**src/rtl/aud_ser_pkg.sv**
```systemverilog
package aud_ser_pkg;
  // Channel carried in the current half frame; value equals the select line
  typedef enum logic {
    CH_LEFT  = 1'b0,
    CH_RIGHT = 1'b1
  } chan_e;
endpackage

```
**src/rtl/aud_bclk_gen.sv**
```systemverilog
module aud_bclk_gen #(
  parameter int unsigned DIV_W = 7
) (
  input  logic             clk,
  input  logic             rst_n,
  input  logic             en,
  input  logic [DIV_W-1:0] div,
  output logic             tick,   // bit boundary: bclk falls at this edge
  output logic             bclk
);
  logic [DIV_W-1:0] cnt;
  logic [DIV_W-1:0] rise_at;

  assign rise_at = DIV_W'(({1'b0, div} + 1'b1) >> 1);
  assign tick    = en && (cnt == '0);

  always_ff @(posedge clk or negedge rst_n) begin
    if (!rst_n) begin
      cnt  <= '0;
      bclk <= 1'b0;
    end else if (!en) begin
      cnt  <= '0;
      bclk <= 1'b0;
    end else begin
      cnt <= (cnt == div) ? '0 : cnt + 1'b1;
      if (tick)
        bclk <= 1'b0;
      else if (cnt == rise_at)
        bclk <= 1'b1;
    end
  end
endmodule

```
**src/rtl/aud_frame_pos.sv**
```systemverilog
module aud_frame_pos
  import aud_ser_pkg::*;
#(
  parameter int unsigned POS_W = 8
) (
  input  logic             clk,
  input  logic             rst_n,
  input  logic             en,
  input  logic             tick,
  input  logic [POS_W-1:0] last_pos,
  output logic [POS_W-1:0] nxt_pos,
  output chan_e            nxt_chan,
  output logic             frame_start
);
  logic [POS_W-1:0] pos;
  chan_e            chan;
  logic             running;

  always_comb begin
    nxt_pos     = pos + 1'b1;
    nxt_chan    = chan;
    frame_start = 1'b0;
    if (!running) begin
      nxt_pos     = '0;
      nxt_chan    = CH_LEFT;
      frame_start = tick;
    end else if (pos == last_pos) begin
      nxt_pos     = '0;
      nxt_chan    = (chan == CH_LEFT) ? CH_RIGHT : CH_LEFT;
      frame_start = tick && (chan == CH_RIGHT);
    end
  end

  always_ff @(posedge clk or negedge rst_n) begin
    if (!rst_n) begin
      pos     <= '0;
      chan    <= CH_LEFT;
      running <= 1'b0;
    end else if (!en) begin
      pos     <= '0;
      chan    <= CH_LEFT;
      running <= 1'b0;
    end else if (tick) begin
      pos     <= nxt_pos;
      chan    <= nxt_chan;
      running <= 1'b1;
    end
  end
endmodule

```
**src/rtl/aud_in_hold.sv**
```systemverilog
module aud_in_hold #(
  parameter int unsigned SMP_W = 16
) (
  input  logic             clk,
  input  logic             rst_n,
  input  logic             en,
  input  logic             in_valid,
  output logic             in_ready,
  input  logic [SMP_W-1:0] in_left,
  input  logic [SMP_W-1:0] in_right,
  input  logic             take,      // a frame starts at this edge
  output logic [SMP_W-1:0] smp_left,  // pair in force for the bit being loaded
  output logic [SMP_W-1:0] smp_right,
  output logic             underrun
);
  logic [SMP_W-1:0] hold_l, hold_r, cur_l, cur_r;
  logic             full, fire, take_ok;

  assign in_ready  = !full;
  assign fire      = in_valid && !full;
  assign take_ok   = take && full;
  assign smp_left  = take_ok ? hold_l : cur_l;
  assign smp_right = take_ok ? hold_r : cur_r;

  always_ff @(posedge clk or negedge rst_n) begin
    if (!rst_n) begin
      hold_l   <= '0;
      hold_r   <= '0;
      cur_l    <= '0;
      cur_r    <= '0;
      full     <= 1'b0;
      underrun <= 1'b0;
    end else begin
      if (fire) begin
        hold_l <= in_left;
        hold_r <= in_right;
        full   <= 1'b1;
      end else if (take_ok) begin
        full <= 1'b0;
      end
      if (take) begin
        cur_l <= smp_left;
        cur_r <= smp_right;
      end
      if (!en)
        underrun <= 1'b0;
      else if (take && !full)
        underrun <= 1'b1;
    end
  end
endmodule

```
**src/rtl/aud_bit_pick.sv**
```systemverilog
module aud_bit_pick
  import aud_ser_pkg::*;
#(
  parameter int unsigned SMP_W = 16,
  parameter int unsigned POS_W = 8,
  parameter int unsigned CTL_W = 32,
  localparam int unsigned NB_W  = $clog2(SMP_W),
  localparam int unsigned CH_W  = CTL_W / 2,
  localparam int unsigned CL_W  = $clog2(CH_W)
) (
  input  logic [POS_W-1:0] pos,
  input  chan_e            chan,
  input  logic [SMP_W-1:0] smp_left,
  input  logic [SMP_W-1:0] smp_right,
  input  logic             lsb_first,
  input  logic [NB_W-1:0]  nbits_m1,
  input  logic             i2s_dly,
  input  logic [CTL_W-1:0] ctl_word,
  input  logic [1:0]       ctl_en,
  input  logic [POS_W-1:0] ctl_pos,
  input  logic [CL_W-1:0]  ctl_len_m1,
  output logic             bit_o
);
  localparam int unsigned PW = POS_W + 1;

  logic [PW-1:0]    p, k, c;
  logic             in_data, in_ctl, ctl_on;
  logic [NB_W-1:0]  sidx;
  logic [CL_W-1:0]  cidx;
  logic [SMP_W-1:0] smp;
  logic [CH_W-1:0]  word;

  always_comb begin
    p       = {1'b0, pos};
    k       = p - PW'(i2s_dly);
    c       = p - {1'b0, ctl_pos};
    smp     = (chan == CH_RIGHT) ? smp_right : smp_left;
    word    = (chan == CH_RIGHT) ? ctl_word[CTL_W-1:CH_W] : ctl_word[CH_W-1:0];
    ctl_on  = (chan == CH_RIGHT) ? ctl_en[1] : ctl_en[0];
    in_data = (p >= PW'(i2s_dly)) && (k <= PW'(nbits_m1));
    in_ctl  = ctl_on && (p >= {1'b0, ctl_pos}) && (c <= PW'(ctl_len_m1));
    if (lsb_first)
      sidx = NB_W'(SMP_W - 1) - nbits_m1 + NB_W'(k);
    else
      sidx = NB_W'(SMP_W - 1) - NB_W'(k);
    cidx = ctl_len_m1 - CL_W'(c);
    if (in_data)
      bit_o = smp[sidx];
    else if (in_ctl)
      bit_o = word[cidx];
    else
      bit_o = 1'b0;
  end
endmodule

```
**src/rtl/aud_frame_ser.sv**
```systemverilog
module aud_frame_ser
  import aud_ser_pkg::*;
#(
  parameter int unsigned SMP_W  = 16,
  parameter int unsigned BDIV_W = 7,
  parameter int unsigned LDIV_W = 8,
  parameter int unsigned CTL_W  = 32,
  localparam int unsigned NB_W  = $clog2(SMP_W),
  localparam int unsigned CL_W  = $clog2(CTL_W / 2)
) (
  input  logic              clk,
  input  logic              rst_n,
  input  logic              en,
  input  logic [BDIV_W-1:0] bclk_div,
  input  logic [LDIV_W-1:0] lr_div,
  input  logic              lsb_first,
  input  logic [NB_W-1:0]   nbits_m1,
  input  logic              i2s_dly,
  input  logic [CTL_W-1:0]  ctl_word,
  input  logic [1:0]        ctl_en,
  input  logic [LDIV_W-1:0] ctl_pos,
  input  logic [CL_W-1:0]   ctl_len_m1,
  input  logic              in_valid,
  output logic              in_ready,
  input  logic [SMP_W-1:0]  in_left,
  input  logic [SMP_W-1:0]  in_right,
  output logic              bclk,
  output logic              lrclk,
  output logic              sdata,
  output logic              underrun
);
  logic              tick, frame_start, nxt_bit;
  logic [LDIV_W-1:0] nxt_pos;
  chan_e             nxt_chan;
  logic [SMP_W-1:0]  smp_l, smp_r;

  aud_bclk_gen #(.DIV_W(BDIV_W)) u_bclk (
    .clk(clk), .rst_n(rst_n), .en(en), .div(bclk_div),
    .tick(tick), .bclk(bclk)
  );

  aud_frame_pos #(.POS_W(LDIV_W)) u_pos (
    .clk(clk), .rst_n(rst_n), .en(en), .tick(tick), .last_pos(lr_div),
    .nxt_pos(nxt_pos), .nxt_chan(nxt_chan), .frame_start(frame_start)
  );

  aud_in_hold #(.SMP_W(SMP_W)) u_hold (
    .clk(clk), .rst_n(rst_n), .en(en),
    .in_valid(in_valid), .in_ready(in_ready),
    .in_left(in_left), .in_right(in_right),
    .take(frame_start), .smp_left(smp_l), .smp_right(smp_r),
    .underrun(underrun)
  );

  aud_bit_pick #(.SMP_W(SMP_W), .POS_W(LDIV_W), .CTL_W(CTL_W)) u_pick (
    .pos(nxt_pos), .chan(nxt_chan), .smp_left(smp_l), .smp_right(smp_r),
    .lsb_first(lsb_first), .nbits_m1(nbits_m1), .i2s_dly(i2s_dly),
    .ctl_word(ctl_word), .ctl_en(ctl_en), .ctl_pos(ctl_pos),
    .ctl_len_m1(ctl_len_m1), .bit_o(nxt_bit)
  );

  // Line registers: load only at a bit boundary, i.e. with the bclk fall
  always_ff @(posedge clk or negedge rst_n) begin
    if (!rst_n) begin
      lrclk <= 1'b0;
      sdata <= 1'b0;
    end else if (!en) begin
      lrclk <= 1'b0;
      sdata <= 1'b0;
    end else if (tick) begin
      lrclk <= (nxt_chan == CH_RIGHT);
      sdata <= nxt_bit;
    end
  end
endmodule

```
**config.mk**
```make
export PLATFORM = sky130hd
export DESIGN_NAME = aud_frame_ser
export DESIGN_NICKNAME = d
export VERILOG_FILES = /design/src/rtl/aud_ser_pkg.sv /design/src/rtl/aud_bclk_gen.sv /design/src/rtl/aud_frame_pos.sv /design/src/rtl/aud_in_hold.sv /design/src/rtl/aud_bit_pick.sv /design/src/rtl/aud_frame_ser.sv
export SDC_FILE = /design/constraint.sdc
export NUM_CORES = 1
export LEC_CHECK = 0
export BUFFER_PORTS_ARGS = -buffer_cell sky130_fd_sc_hd__buf_4
export CAP_MARGIN = 15
export CORE_AREA = 2 2 149 78
export DETAILED_ROUTE_END_ITERATION = 10
export DIE_AREA = 0 0 151 80
export PLACE_DENSITY = 0.8
export RECOVER_POWER = 100
export SYNTH_ARGS = -nofsm -noshare
export SYNTH_HDL_FRONTEND = slang
export SYNTH_SLANG_ARGS = --single-unit
export TNS_END_PERCENT = 30
```
**constraint.sdc**
```tcl
create_clock -name clk -period 7.2 [get_ports clk]
set_clock_uncertainty 0.05 [all_clocks]
set_input_delay 0.36 -clock clk [delete_from_list [all_inputs] [get_ports clk]]
set_output_delay 0.36 -clock clk [all_outputs]
set_load 0.05 [all_outputs]
```
# After elaboration in Yosys (flattened, before gate mapping)
# Cells that the tools add are included.
[word_totals]
reg_bits = 85
in_bits = 103
out_inout_bits = 5
word_cells = 80
[op_classes]
add_sub_neg = 9
magnitude_cmp = 6
eq_ne = 6
muxes = 36
reduce_logical = 11
[op_table]
columns = ["op", "n"]
rows = [
  ["$mux W16", 4],
  ["$mux W8", 4],
  ["$mux W1", 23],
  ["$le A9 B4 Y1", 2],
  ["$eq A7 B7 Y1", 2],
  ["$mux W7", 2],
  ["$lt A4 B5 Y1 const B", 2],
  ["$sub A8 B1 Y9", 1],
  ["$sub A8 B8 Y9", 1],
  ["$add A7 B1 Y8 const B", 1],
  ["$add A8 B1 Y8 const B", 1],
  ["$bmux W1 S4", 2],
  ["$eq A8 B8 Y1", 1],
  ["$ge A8 B1 Y1", 1],
  ["$ge A8 B8 Y1", 1],
  ["$logic_and A1 B1 Y1", 8],
  ["$sub A4 B4 Y4 const A", 2],
  ["$add A7 B1 Y7 const B", 1],
  ["$logic_not A7 Y1", 1],
  ["$add A4 B4 Y4", 1],
  ["$mux W4", 1],
  ["$ne A2 B1 Y1 const B", 2],
  ["$sub A4 B4 Y4", 1],
  ["$ne A3 B1 Y1 const B", 1],
  ["2 further kinds", 2],
]

# Depth between registers and ports, before layout
# Gate-level depths: netlist (run 1).
[logic_depth]
ltp_word = 13
depth_mapped = 22
ltp_nobuf = 19

# Cells and area by module
# From an unflattened synthesis (run 1), not the netlist that was laid out.
[hier_totals]
hier_cells = 548
area_unflattened_um2 = 6137.1
[by_module_without_submodules]
columns = ["mod", "n_inst", "cells_per_inst", "area_each_um2", "seq_area_each_um2"]
rows = [
  ["aud_in_hold", 1, 178, 2896.5, 1651.6],
  ["aud_bit_pick", 1, 171, 1510.2, 0.0],
  ["aud_frame_pos", 1, 109, 882.1, 250.2],
  ["aud_bclk_gen", 1, 84, 765.7, 200.2],
  ["aud_frame_ser", 1, 6, 82.6, 50.0],
]

# Least setup slack after synthesis (run 1)
# Ideal clock, no wire load.
[synth_timing]
path_kind = "reg2reg"
start = "register u_pos.pos[2]"
end = "register sdata"
setup_ns = 0.082
arrival_time_ns = 4.861
t_required_ns = 7.068
setup_slack_ns = 2.207
path_stages_with_launch = 20
n_path_buf = 3
period_less_slack_ns = 4.993
cell_sequence = "dfrtp_1 > buf_6 > xnor2_4 > and4_2 > clkbuf_1 > a21oi_1 > nand2b_1 > ha_1 > inv_1 > fa_1 > fa_1 > clkdlybuf4s50_2 > nor2b_1 > o31ai_1 > o21ai_0 > mux2i_1 > o31ai_1 > or4_1 > or4_1 > a31oi_1"
[synth_between]
elab_chain_len = 11
word_cells_on_any_way = 35
classes_between = "add/sub: 6; order compare: 4; eq/ne: 1; mux: 20; reduce/logical: 4"
[synth_lines]
columns = ["element", "line", "text"]
rows = [
  ["start: declaration", "aud_frame_pos.sv:15", "logic [POS_W-1:0] pos;"],
  ["start signal: assignment", "aud_frame_pos.sv:44", "pos <= nxt_pos;"],
  ["$add A8 B1 Y8 / $eq A8 B8 Y1 (equally long branches)", "aud_frame_pos.sv:20, aud_frame_pos.sv:27", ""],
  ["$mux W8 / $mux W1 (equally long branches)", "aud_frame_pos.sv:27", "end else if (pos == last_pos) begin"],
  ["$mux W8 / $mux W1 (equally long branches)", "aud_frame_pos.sv:23", "if (!running) begin"],
  ["$sub A8 B8 Y9 (tied with other cells)", "aud_bit_pick.sv:36", "c = p - {1'b0, ctl_pos};"],
  ["$sub A4 B4 Y4 (tied with other cells)", "aud_bit_pick.sv:46", "cidx = ctl_len_m1 - CL_W'(c);"],
  ["$bmux W1 S4 (tied with other cells)", "aud_bit_pick.sv:50", "bit_o = word[cidx];"],
  ["$mux W1 (not written as such) / $bmux W1 S4 (equally long branches)", "aud_bit_pick.sv:50, aud_bit_pick.sv:48", ""],
  ["$mux W1 (on tied branches)", "aud_bit_pick.sv:49, aud_bit_pick.sv:48", ""],
  ["$mux W1 *", "aud_bit_pick.sv:47", "if (in_data)"],
  ["$mux W1 *", "aud_frame_ser.sv:70", "end else if (tick) begin"],
  ["$mux W1 *", "aud_frame_ser.sv:67", "end else if (!en) begin"],
  ["end signal: assignment", "aud_frame_ser.sv:72", "sdata <= nxt_bit;"],
  ["end: declaration", "aud_frame_ser.sv:29", "output logic sdata,"],
]
# Every way passes the cells marked *; elsewhere a longest branch is shown, timed or not. The select of a mux whose other input is x is not followed.
# A chain may end at the register's enable or synchronous reset.

# Worst setup path in the final report (run 1)
[layout_timing]
start = "register u_pos.pos[4]"
end = "register sdata"
[layout_between]
elab_chain_len = 11
word_cells_on_any_way = 35
classes_between = "add/sub: 6; order compare: 4; eq/ne: 1; mux: 20; reduce/logical: 4"
[layout_lines]
columns = ["element", "line"]
rows = [
  ["$eq A8 B8 Y1", "aud_frame_pos.sv:27"],
  ["$mux W8 / $mux W1 (equally long branches)", "aud_frame_pos.sv:27"],
  ["$mux W8 / $mux W1 (equally long branches)", "aud_frame_pos.sv:23"],
  ["$sub A8 B8 Y9 (tied with other cells)", "aud_bit_pick.sv:36"],
  ["$sub A4 B4 Y4 (tied with other cells)", "aud_bit_pick.sv:46"],
  ["$bmux W1 S4 (tied with other cells)", "aud_bit_pick.sv:50"],
  ["$mux W1 (not written as such) / $bmux W1 S4 (equally long branches)", "aud_bit_pick.sv:50, aud_bit_pick.sv:48"],
  ["$mux W1 (on tied branches)", "aud_bit_pick.sv:49, aud_bit_pick.sv:48"],
  ["$mux W1 *", "aud_bit_pick.sv:47"],
  ["$mux W1 *", "aud_frame_ser.sv:70"],
  ["$mux W1 *", "aud_frame_ser.sv:67"],
]
# Marks and branches as above.

==> results.toml, run 1 <==
[die]
coreArea_um2 = 10700
die_w_um = 151
die_h_um = 80
die-area_um2 = 12100
row_count = 27
initial_core_util = 0.562
io_pins = 108

[detailed_routing]
drc = 0
ant_nets = 0
dr.pass1.iters = 5
totalWireLength_mm = 16.6
vias = 5305
vias_per_cell = 6.17
wire_per_inst_um = 19.4
drt_iter0_drc = 522

[worst_setup_path]
crit_fanout = 8
cp-end-kind = "flip-flop"
required_ps = 7400
cp_cell_sequence = "xnor2_2, and4_1, a21oi_1, nand2b_1, ha_1, inv_1, fa_1, fa_1, xnor2_1, nor3b_1, o31ai_1, o21ai_0, mux2i_1, o31ai_1, or4_1, or4_1, a31oi_1"
cp_slowest_cell = "a21oi_1"
crit_type = "flip-flop to flip-flop"
critPathMaxStageDelay_ps = 600
arrival_ps = 6130
critPathLaunchType = "flip-flop"

[pwr]
seqPwrFrac = 0.401
swShare = 0.338
powerDensity_nw_per_um2 = 278
p_leak_nw = 3.16
clock_power_share = 0.251
ir_drop_mv = 0.148
p_comb_frac = 0.348
p_sw_mw = 0.672
p_int_mw = 1.32

[grt]
grt_pass1_vias = 5037
antenna_found_initial = 0
grt.total_usage = 0.282
grt_overflow_total = 0
grt_first_pass_wirelength_mm = 26.0
grt_max_degree = 86

[timing]
final.period_utilization = 0.823
hold_ws_ps = 208
finalMaxSlewViolations = 155
fin_crit_ps = 5930
fmax_mhz = 169
timing.setup.tns_ps = 0
setup_viol = 0
final_hold_viol_count = 0
relSlewSlack = -0.901
layout_setup_ws_ps = 1270
tightest_slew_ps = 2850
rsz0062_at_grt = "no"

[min_path]
hold_class = "primary input to flip-flop"

[synthesis]
syn_area_um2 = 6040
yosysWarnings = 0
ys_types = 70
yosys-top-cells-area = "dfrtp_1 35%, mux2_2 13%, ha_1 5.4%"
ys_seq_elements = 85
synth_cells = 621
ys_dominant_reg_cell = "dfrtp_1"
syn_avg_cell_area_um2 = 9.73
synth.top_cell.area_share = 0.352
async_flop_share = 1.00
synth.top_cells.by_count = "85 x dfrtp_1, 71 x mux2_2, 50 x nand2_1"
yosysMostFrequentCell = "dfrtp_1"
synth_edf_count = 0
syn_nets = 753
ys_seq_area_frac = 0.352
yosys.area.top_type = "dfrtp_1"

[cts]
clkSinkCount = 85
post_cts_resized = 0
insertion_delay_ps = 340
clk_transition_reported_paths_ps = 70
cts_max_level = 3
cts_root_buffer = "clkbuf_16"
cts_tree = "yes"
clock_path_buffers = 2
cts_buffers = 9

[layout]
synthToLayoutAreaGrowth_pct = 18.5
fin_nets = 842
design_area_um2 = 7160
stdcell_count = 860
drive_above_1_share = 0.288
diodes = 0

[placement]
port_buffers = 107
place_congestion = 0.926
hpwlAfterDp_mm = 12.9
pre_cts_ws_ps = 1450
place_area_um2 = 6860
dp_cells = 842

[run]
cap_violations = 4

[run_status]
status = "finished, violations left"
violations = "capacitance limit, slew limit"
## registers in the layout, summed over array words and instances, names as in the netlist
signal / flops
sdata: 1
u_bclk.bclk: 1
u_bclk.cnt: 7
u_hold.cur_l: 16
u_hold.cur_r: 16
u_hold.full: 1
u_hold.hold_l: 16
u_hold.hold_r: 16
u_hold.underrun: 1
u_pos.chan: 1
u_pos.pos: 8
u_pos.running: 1
## placed cells by master (no fill, tap or decap), types with 10 or more instances in the layout
cell       n
a21oi_1   33
buf_4    104
dfrtp_1   85
ha_1      26
inv_1     40
mux2_2    67
mux2i_1   17
nand2_1   50
nand3_1   13
nand4_1   10
nor2_1    42
nor3_1    12
o21ai_0   24
xnor2_1   23
xor2_1    14
## power groups by stage
| stage | registers, mW | logic (mW) | clock network (mW) |
|---|---|---|---|
| after floorplan | 0.750 | 0.510 | 0 |
| after global placement | 0.789 | 0.657 | 0 |
| after detailed placement | 0.802 | 0.682 | 0 |
| after CTS | 0.795 | 0.687 | 0.504 |
| after global routing | 0.819 | 0.751 | 0.533 |
| final | 0.799 | 0.693 | 0.499 |
## worst paths after layout
path,slack (ps),depth (start not counted),to,startpoint
max reg2reg,1270,17,sdata,u_pos.pos[4]
max,1270,17,sdata,u_pos.pos[4]
min,210,2,u_hold.hold_l[5],in_left[5]
max in group asynchronous,2740,3,u_hold.hold_r[14],rst_n
min reg2reg,450,1,u_hold.cur_r[11],u_hold.cur_r[11]
min in group asynchronous,940,2,u_hold.hold_l[0],rst_n
## per-stage QoR
stage,total power [mW],util
final,1.99,0.666
after global routing,2.10,0.666
after CTS,1.99,0.668
after detailed placement,1.48,0.638
after global placement,1.45,0.638
after floorplan,1.26,-
## metal layers
layer  wire [um]  track usage  share of wire
met2        6790        0.394           0.41
met1        7920        0.440           0.48
met5           0            0              0
met3        1830       0.0749           0.11
met4          96       0.0449         0.0058
## critical path: cells and delay by family (launching register included)
kind,cells,cell delay [ps]
fa+ha+maj,3,1230
xor+xnor,2,750
compound gates,5,1350
simple gates,5,1700
flops,1,500
buf+inv,1,90
mux,1,150
## layout make-up
cell class                      instances  area, um2
Multi-Input combinational cell        460       3550
Clock inverter                          7       98.8
Timing Repair Buffer                  114        825
Sequential cell                        85       2130
Inverter                               40        150
Tap cell                              145        181
Clock buffer                            9        225
Fill cell                             857       3590
## kinds of logic after synthesis
kind of cell / share of synthesized area
AOI/OAI and AO/OA: 0.127
xor gates and xnor gates: 0.0702
adders and majority gates: 0.0638
buffers and inverters: 0.0599
DFF: 0.352
muxes: 0.171
and+or+nand+nor: 0.155
## timing repair
item,in CTS,in global routing
hold endpoints to repair,0,30
setup buffers,0,0
hold buffers,0,1
(Power assumes the default switching activity.)
==> run 2, diff against run 1 <==
--- a/config.mk
+++ b/config.mk
@@ -7,10 +7,10 @@
 export LEC_CHECK = 0
 export BUFFER_PORTS_ARGS = -buffer_cell sky130_fd_sc_hd__buf_4
 export CAP_MARGIN = 15
-export CORE_AREA = 2 2 149 78
+export CORE_AREA = 2 2 156 82
 export DETAILED_ROUTE_END_ITERATION = 10
-export DIE_AREA = 0 0 151 80
-export PLACE_DENSITY = 0.8
+export DIE_AREA = 0 0 158 84
+export PLACE_DENSITY = 0.77
 export RECOVER_POWER = 100
 export SYNTH_ARGS = -nofsm -noshare
 export SYNTH_HDL_FRONTEND = slang
==> constraint.sdc (replaced) <==
create_clock -name clk -period 5.2 [get_ports clk]
set_clock_uncertainty 0.05 [all_clocks]
set_input_delay 0.26 -clock clk [delete_from_list [all_inputs] [get_ports clk]]
set_output_delay 0.26 -clock clk [all_outputs]
set_load 0.05 [all_outputs]
==> run 2 against run 1 <==
Clock power is 18% higher. Non-clock buffer count increased by 16. Register-to-register slack worse by 1100 ps. Sequential share of layout area shrank 0.49 points. The flow still finishes with violations (capacitance limit, slew limit). Combinational power up 44%. Maximum frequency increased by 18%. Count of clock-buffer cells in the layout is 1 higher. Utilization fell by 6.5 points. Total power up 35%. Worst setup slack got worse by 1100 ps.
==> results.toml, run 2 (synthesized netlist as in run 1, its figures left out) <==
[placement]
pre_cts_ws_ps = 13.8
hpwlAfterDp_mm = 13.6
place_congestion = 1.00
port_buffers = 107
place_area_um2 = 7010

[run_status]
violations = "capacitance limit, slew limit"
status = "finished, violations left"

[pwr]
p_leak_nw = 3.21
clock_power_share = 0.219
ir_drop_mv = 0.210
seqPwrFrac = 0.411
p_comb_frac = 0.370
powerDensity_nw_per_um2 = 370
p_sw_mw = 0.946
swShare = 0.351
p_int_mw = 1.75

[cts]
cts_root_buffer = "clkbuf_16"
insertion_delay_ps = 340
clkSinkCount = 85
postCtsSetupBuffers = 0
cts_tree = "yes"
clock_path_buffers = 2
cts_buffers = 9
clk_transition_reported_paths_ps = 70
cts_max_level = 3

[die]
coreArea_um2 = 12100
io_pins = 108
die-area_um2 = 13300
die_h_um = 84
initial_core_util = 0.498
die_w_um = 158
row_count = 29

[detailed_routing]
wire_per_inst_um = 19.3
drc = 0
dr.pass1.iters = 6
totalWireLength_mm = 17.4
vias = 5302
vias_per_cell = 5.88
drt_iter0_drc = 518
ant_nets = 0

[timing]
fin_crit_ps = 5010
fmax_mhz = 200
layout_setup_ws_ps = 190
tightest_slew_ps = 1820
relSlewSlack = -0.215
final.period_utilization = 0.964
timing.setup.tns_ps = 0
setup_viol = 0
final_hold_viol_count = 0
finalMaxSlewViolations = 107

[grt]
grt_overflow_total = 0
grt_pass1_vias = 5235
antenna_found_initial = 0
grt.total_usage = 0.272
grt_max_degree = 74
grt_first_pass_wirelength_mm = 27.7

[worst_setup_path]
crit_fanout = 9
arrival_ps = 5220
crit_type = "flip-flop to flip-flop"
r2r_setup_slack_ps = 190
required_ps = 5410
critPathLaunchType = "flip-flop"
cp-end-kind = "flip-flop"
critPathMaxStageDelay_ps = 520
cp_cell_sequence = "xnor2_4, and4_2, a21oi_2, nand2_1, inv_1, ha_1, a21o_1, a21oi_2, xnor2_1, ha_2, nor4bb_1, a31o_2, o31ai_2, o21ai_0, mux2i_1, o31ai_1, or4_1, or4_1, a31oi_1"
cp_slowest_cell = "or4_1"

[layout]
final_cell_mix = "119 x buf_4, 84 x dfrtp_1, 67 x mux2_2, 50 x nand2_1, 43 x nor2_1"
synthToLayoutAreaGrowth_pct = 20.5
drive_above_1_share = 0.312
fin_nets = 858
diodes = 0
final_common_cell = "buf_4"
fillers = 1058
design_area_um2 = 7280

[run]
cap_violations = 2

[min_path]
hold_class = "primary input to flip-flop"
-- run 2: path summary, 6_finish.rpt --
path	startpoint	to	depth (start not counted)
min reg2reg	u_hold.cur_l[15]	u_hold.cur_l[15]	1
min	in_valid	u_hold.full	3
min in group asynchronous	rst_n	u_hold.hold_r[1]	2
max reg2reg	u_pos.pos[2]	sdata	19
max in group asynchronous	rst_n	u_pos.pos[2]	3
max	u_pos.pos[2]	sdata	19
-- run 2: routing by layer --
metal | up-vias | GRT usage | wire length [um]
met3 | 30 | 0.0810 | 1790
met4 | 0 | 0.0467 | 170
met1 | 2565 | 0.428 | 8550
met5 | - | 0 | 0
met2 | 251 | 0.366 | 6920
li1 | 2456 | - | -
-- run 2: per-stage QoR --
step                      hold WS, ps  cells  utilization  power, mW
after floorplan                 -85.6    621            -       1.75
after detailed placement         58.1    883        0.578       2.09
after global routing             94.8    901        0.601       2.85
final                             100    901        0.601       2.69
after CTS                        96.7    900        0.601       2.68
after global placement           53.1    883        0.578       2.03
-- run 2: power by group through the flow --
stage | Sequential [mW] | Combinational, mW | Clock (mW)
final | 1.11 | 0.997 | 0.590
after global routing | 1.14 | 1.09 | 0.624
after CTS | 1.10 | 0.985 | 0.593
after detailed placement | 1.11 | 0.975 | 0
after global placement | 1.09 | 0.935 | 0
after floorplan | 1.04 | 0.706 | 0
-- run 2: repair_timing --
action,CTS,global route
hold endpoints to repair,12,0
hold buffers,1,0
resized for setup,1,6
endpoints found under the setup margin,1,1
-- run 2: cell type report --
class | instances | area, um2 | share of cell area
Timing Repair Buffer | 130 | 942 | 0.129
Inverter | 40 | 150 | 0.0206
Multi-Input combinational cell | 460 | 3580 | 0.492
Clock buffer | 10 | 229 | 0.0314
Tap cell | 170 | 213 | 0.0292
Clock inverter | 6 | 38.8 | 0.00533
Sequential cell | 85 | 2130 | 0.292
-- run 2: worst max-delay path, delay by kind of cell, from the launching register on --
kind | cells | cell delay (ps)
multiplexers | 1 | 180
adder cells (fa/ha/maj) | 2 | 610
AND/OR/NAND/NOR | 5 | 1650
AO/OA/AOI/OAI | 8 | 1460
buffers and inverters | 1 | 140
flip-flops | 1 | 500
XOR/XNOR | 2 | 320
==> run 3, diff against run 2 <==
--- a/config.mk
+++ b/config.mk
@@ -5,12 +5,12 @@
 export SDC_FILE = /design/constraint.sdc
 export NUM_CORES = 1
 export LEC_CHECK = 0
-export BUFFER_PORTS_ARGS = -buffer_cell sky130_fd_sc_hd__buf_4
 export CAP_MARGIN = 15
-export CORE_AREA = 2 2 156 82
+export CORE_AREA = 2 2 147 77
 export DETAILED_ROUTE_END_ITERATION = 10
-export DIE_AREA = 0 0 158 84
-export PLACE_DENSITY = 0.77
+export DIE_AREA = 0 0 149 79
+export DONT_BUFFER_PORTS = 1
+export PLACE_DENSITY = 0.76
 export RECOVER_POWER = 100
 export SYNTH_ARGS = -nofsm -noshare
 export SYNTH_HDL_FRONTEND = slang
==> run 3 against run 2 <==
Routed wire length shrank 9.9%. Hold slack lost 85 ps. Via count shrank 7.8%. Total power shrank 2.9%. The flow still finishes with violations (capacitance limit, slew limit). Critical path type unchanged.
==> results.toml, run 3 (synthesized netlist as in run 1, its figures left out) <==
[layout]
final_cell_mix = "85 x dfrtp_1, 67 x mux2_2, 50 x nand2_1, 43 x nor2_1, 40 x inv_1"
final_common_cell = "dfrtp_1"
fin_nets = 749
drive_above_1_share = 0.195
fillers = 889
diodes = 0
synthToLayoutAreaGrowth_pct = 7.10
post-route-util = 0.610
stdcell_count = 767

[worst_setup_path]
critPathLaunchType = "flip-flop"
crit_family = "simple AND/OR/NAND/NOR gates"
cp_slowest_cell = "or4_1"
cp_cell_sequence = "xnor2_2, and4_2, a21oi_2, nand2b_1, ha_1, inv_1, fa_1, xor2_1, ha_1, inv_1, a21oi_1, nor2_1, xnor2_1, nor4_1, a32o_1, or4_1, or4_1, a31oi_1"
arrival_ps = 5150
crit_fanout = 8
critPathMaxStageDelay_ps = 530
crit_type = "flip-flop to flip-flop"
cp_num_buf_inv = 2
cp-end-kind = "flip-flop"
required_ps = 5400

[grt]
grt_first_pass_wirelength_mm = 24.8
antenna_found_initial = 1
grt.total_usage = 0.273
grt_overflow_total = 0
grt_max_degree = 86
grt_pass1_vias = 4678

[cts]
cts_max_level = 3
insertion_delay_ps = 340
cts_root_buffer = "clkbuf_16"
clk_transition_reported_paths_ps = 60
cts_tree = "yes"
cts_buffers = 9
clock_path_buffers = 2
clkSinkCount = 85
postCtsSetupBuffers = 0

[pwr]
seqPwrFrac = 0.427
swShare = 0.347
p_sw_mw = 0.908
p_comb_frac = 0.343
p_leak_nw = 2.72
clock_power_share = 0.230
finalPower_mw = 2.62
powerDensity_nw_per_um2 = 404
p_int_mw = 1.71
ir_drop_mv = 0.192

[die]
coreArea_um2 = 10600
die_h_um = 79
io_pins = 108
die_w_um = 149
row_count = 27
die-area_um2 = 11800
initial_core_util = 0.569

[placement]
port_buffers = 0
dp_cells = 747
place_congestion = 0.959
hpwlAfterDp_mm = 12.2

[timing]
rsz0062_at_grt = "no"
finalMaxSlewViolations = 119
hold_ws_ps = 15.4
setup_viol = 0
fmax_mhz = 202
relSlewSlack = -1.56
timing.setup.tns_ps = 0
fin_crit_ps = 4950
tightest_slew_ps = 3840
final_hold_viol_count = 0
final.period_utilization = 0.951

[detailed_routing]
wire_per_inst_um = 20.5
vias = 4890
vias_per_cell = 6.38
drc = 0
drt_iter0_drc = 608
dr.pass1.iters = 6
ant_nets = 0
totalWireLength_mm = 15.7

[run_status]
status = "finished, violations left"
violations = "capacitance limit, slew limit"

[min_path]
hold_class = "primary input to flip-flop"

[run]
cap_violations = 2
## run 3: cell types whose count changed in the layout (fill, tap and decap cells not counted), sizes merged
cell / before / now
clkinv: 3 / 5
clkbuf: 20 / 13
inv: 41 / 40
clkdlybuf4s25: 0 / 1
clkinvlp: 2 / 0
buf: 119 / 15
dlygate4sd3: 1 / 3
## run 3: worst register-to-register path, stage by stage, from the launching register on
cell,delay (ps)
dfrtp_1,460
xnor2_2,180
and4_2,360
a21oi_2,100
nand2b_1,150
ha_1,160
inv_1,60
fa_1,390
xor2_1,200
ha_1,430
inv_1,90
a21oi_1,140
nor2_1,90
xnor2_1,420
nor4_1,100
a32o_1,270
or4_1,490
or4_1,530
a31oi_1,190
## run 3: worst paths after layout
check                                 start                 to  slack, ps  cells after the start
hold / removal                   in_left[7]   u_hold.hold_l[7]         20                      1
setup / recovery               u_pos.pos[5]              sdata        250                     18
hold reg to reg            u_hold.cur_l[15]   u_hold.cur_l[15]        440                      1
max in group asynchronous             rst_n  u_hold.hold_l[10]       1000                      2
min in group asynchronous             rst_n   u_hold.hold_r[4]       1940                      2
setup reg to reg               u_pos.pos[5]              sdata        250                     18
## run 3: cell type report
class	instances	area [um2]	area share
repair buffers	21	160	0.0248
multi-input cells	460	3570	0.552
flip-flops and latches	85	2130	0.329
clock buffers	11	243	0.0375
clock inverters	5	36.3	0.00561
well taps	145	181	0.0280
inverters	40	150	0.0232
## run 3: layer usage
metal / share of wire / GRT usage
met1: 0.47 / 0.406
met2: 0.41 / 0.382
met3: 0.12 / 0.104
met4: 0.0076 / 0.0448
met5: 0.00064 / 0
## run 3: power by group through the flow
stage | Sequential (mW) | Clock, mW | Combinational (mW)
floorplan | 1.04 | 0 | 0.706
global placement | 1.10 | 0 | 0.829
detailed placement | 1.12 | 0 | 0.861
CTS | 1.11 | 0.614 | 0.886
global route | 1.15 | 0.644 | 0.978
finish | 1.12 | 0.601 | 0.897
## run 3: timing repair
item	4_1_cts	5_1_grt
setup endpoints to repair	0	1
resized for setup	0	5
hold buffers	4	0
endpoints found under the hold margin	87	0
## run 3: through the flow
stage	cell area, um2	setup WS (ps)
finish	6470	253
global route	6470	14.1
CTS	6480	164
detailed placement	6140	181
global placement	6140	383
floorplan	6040	207
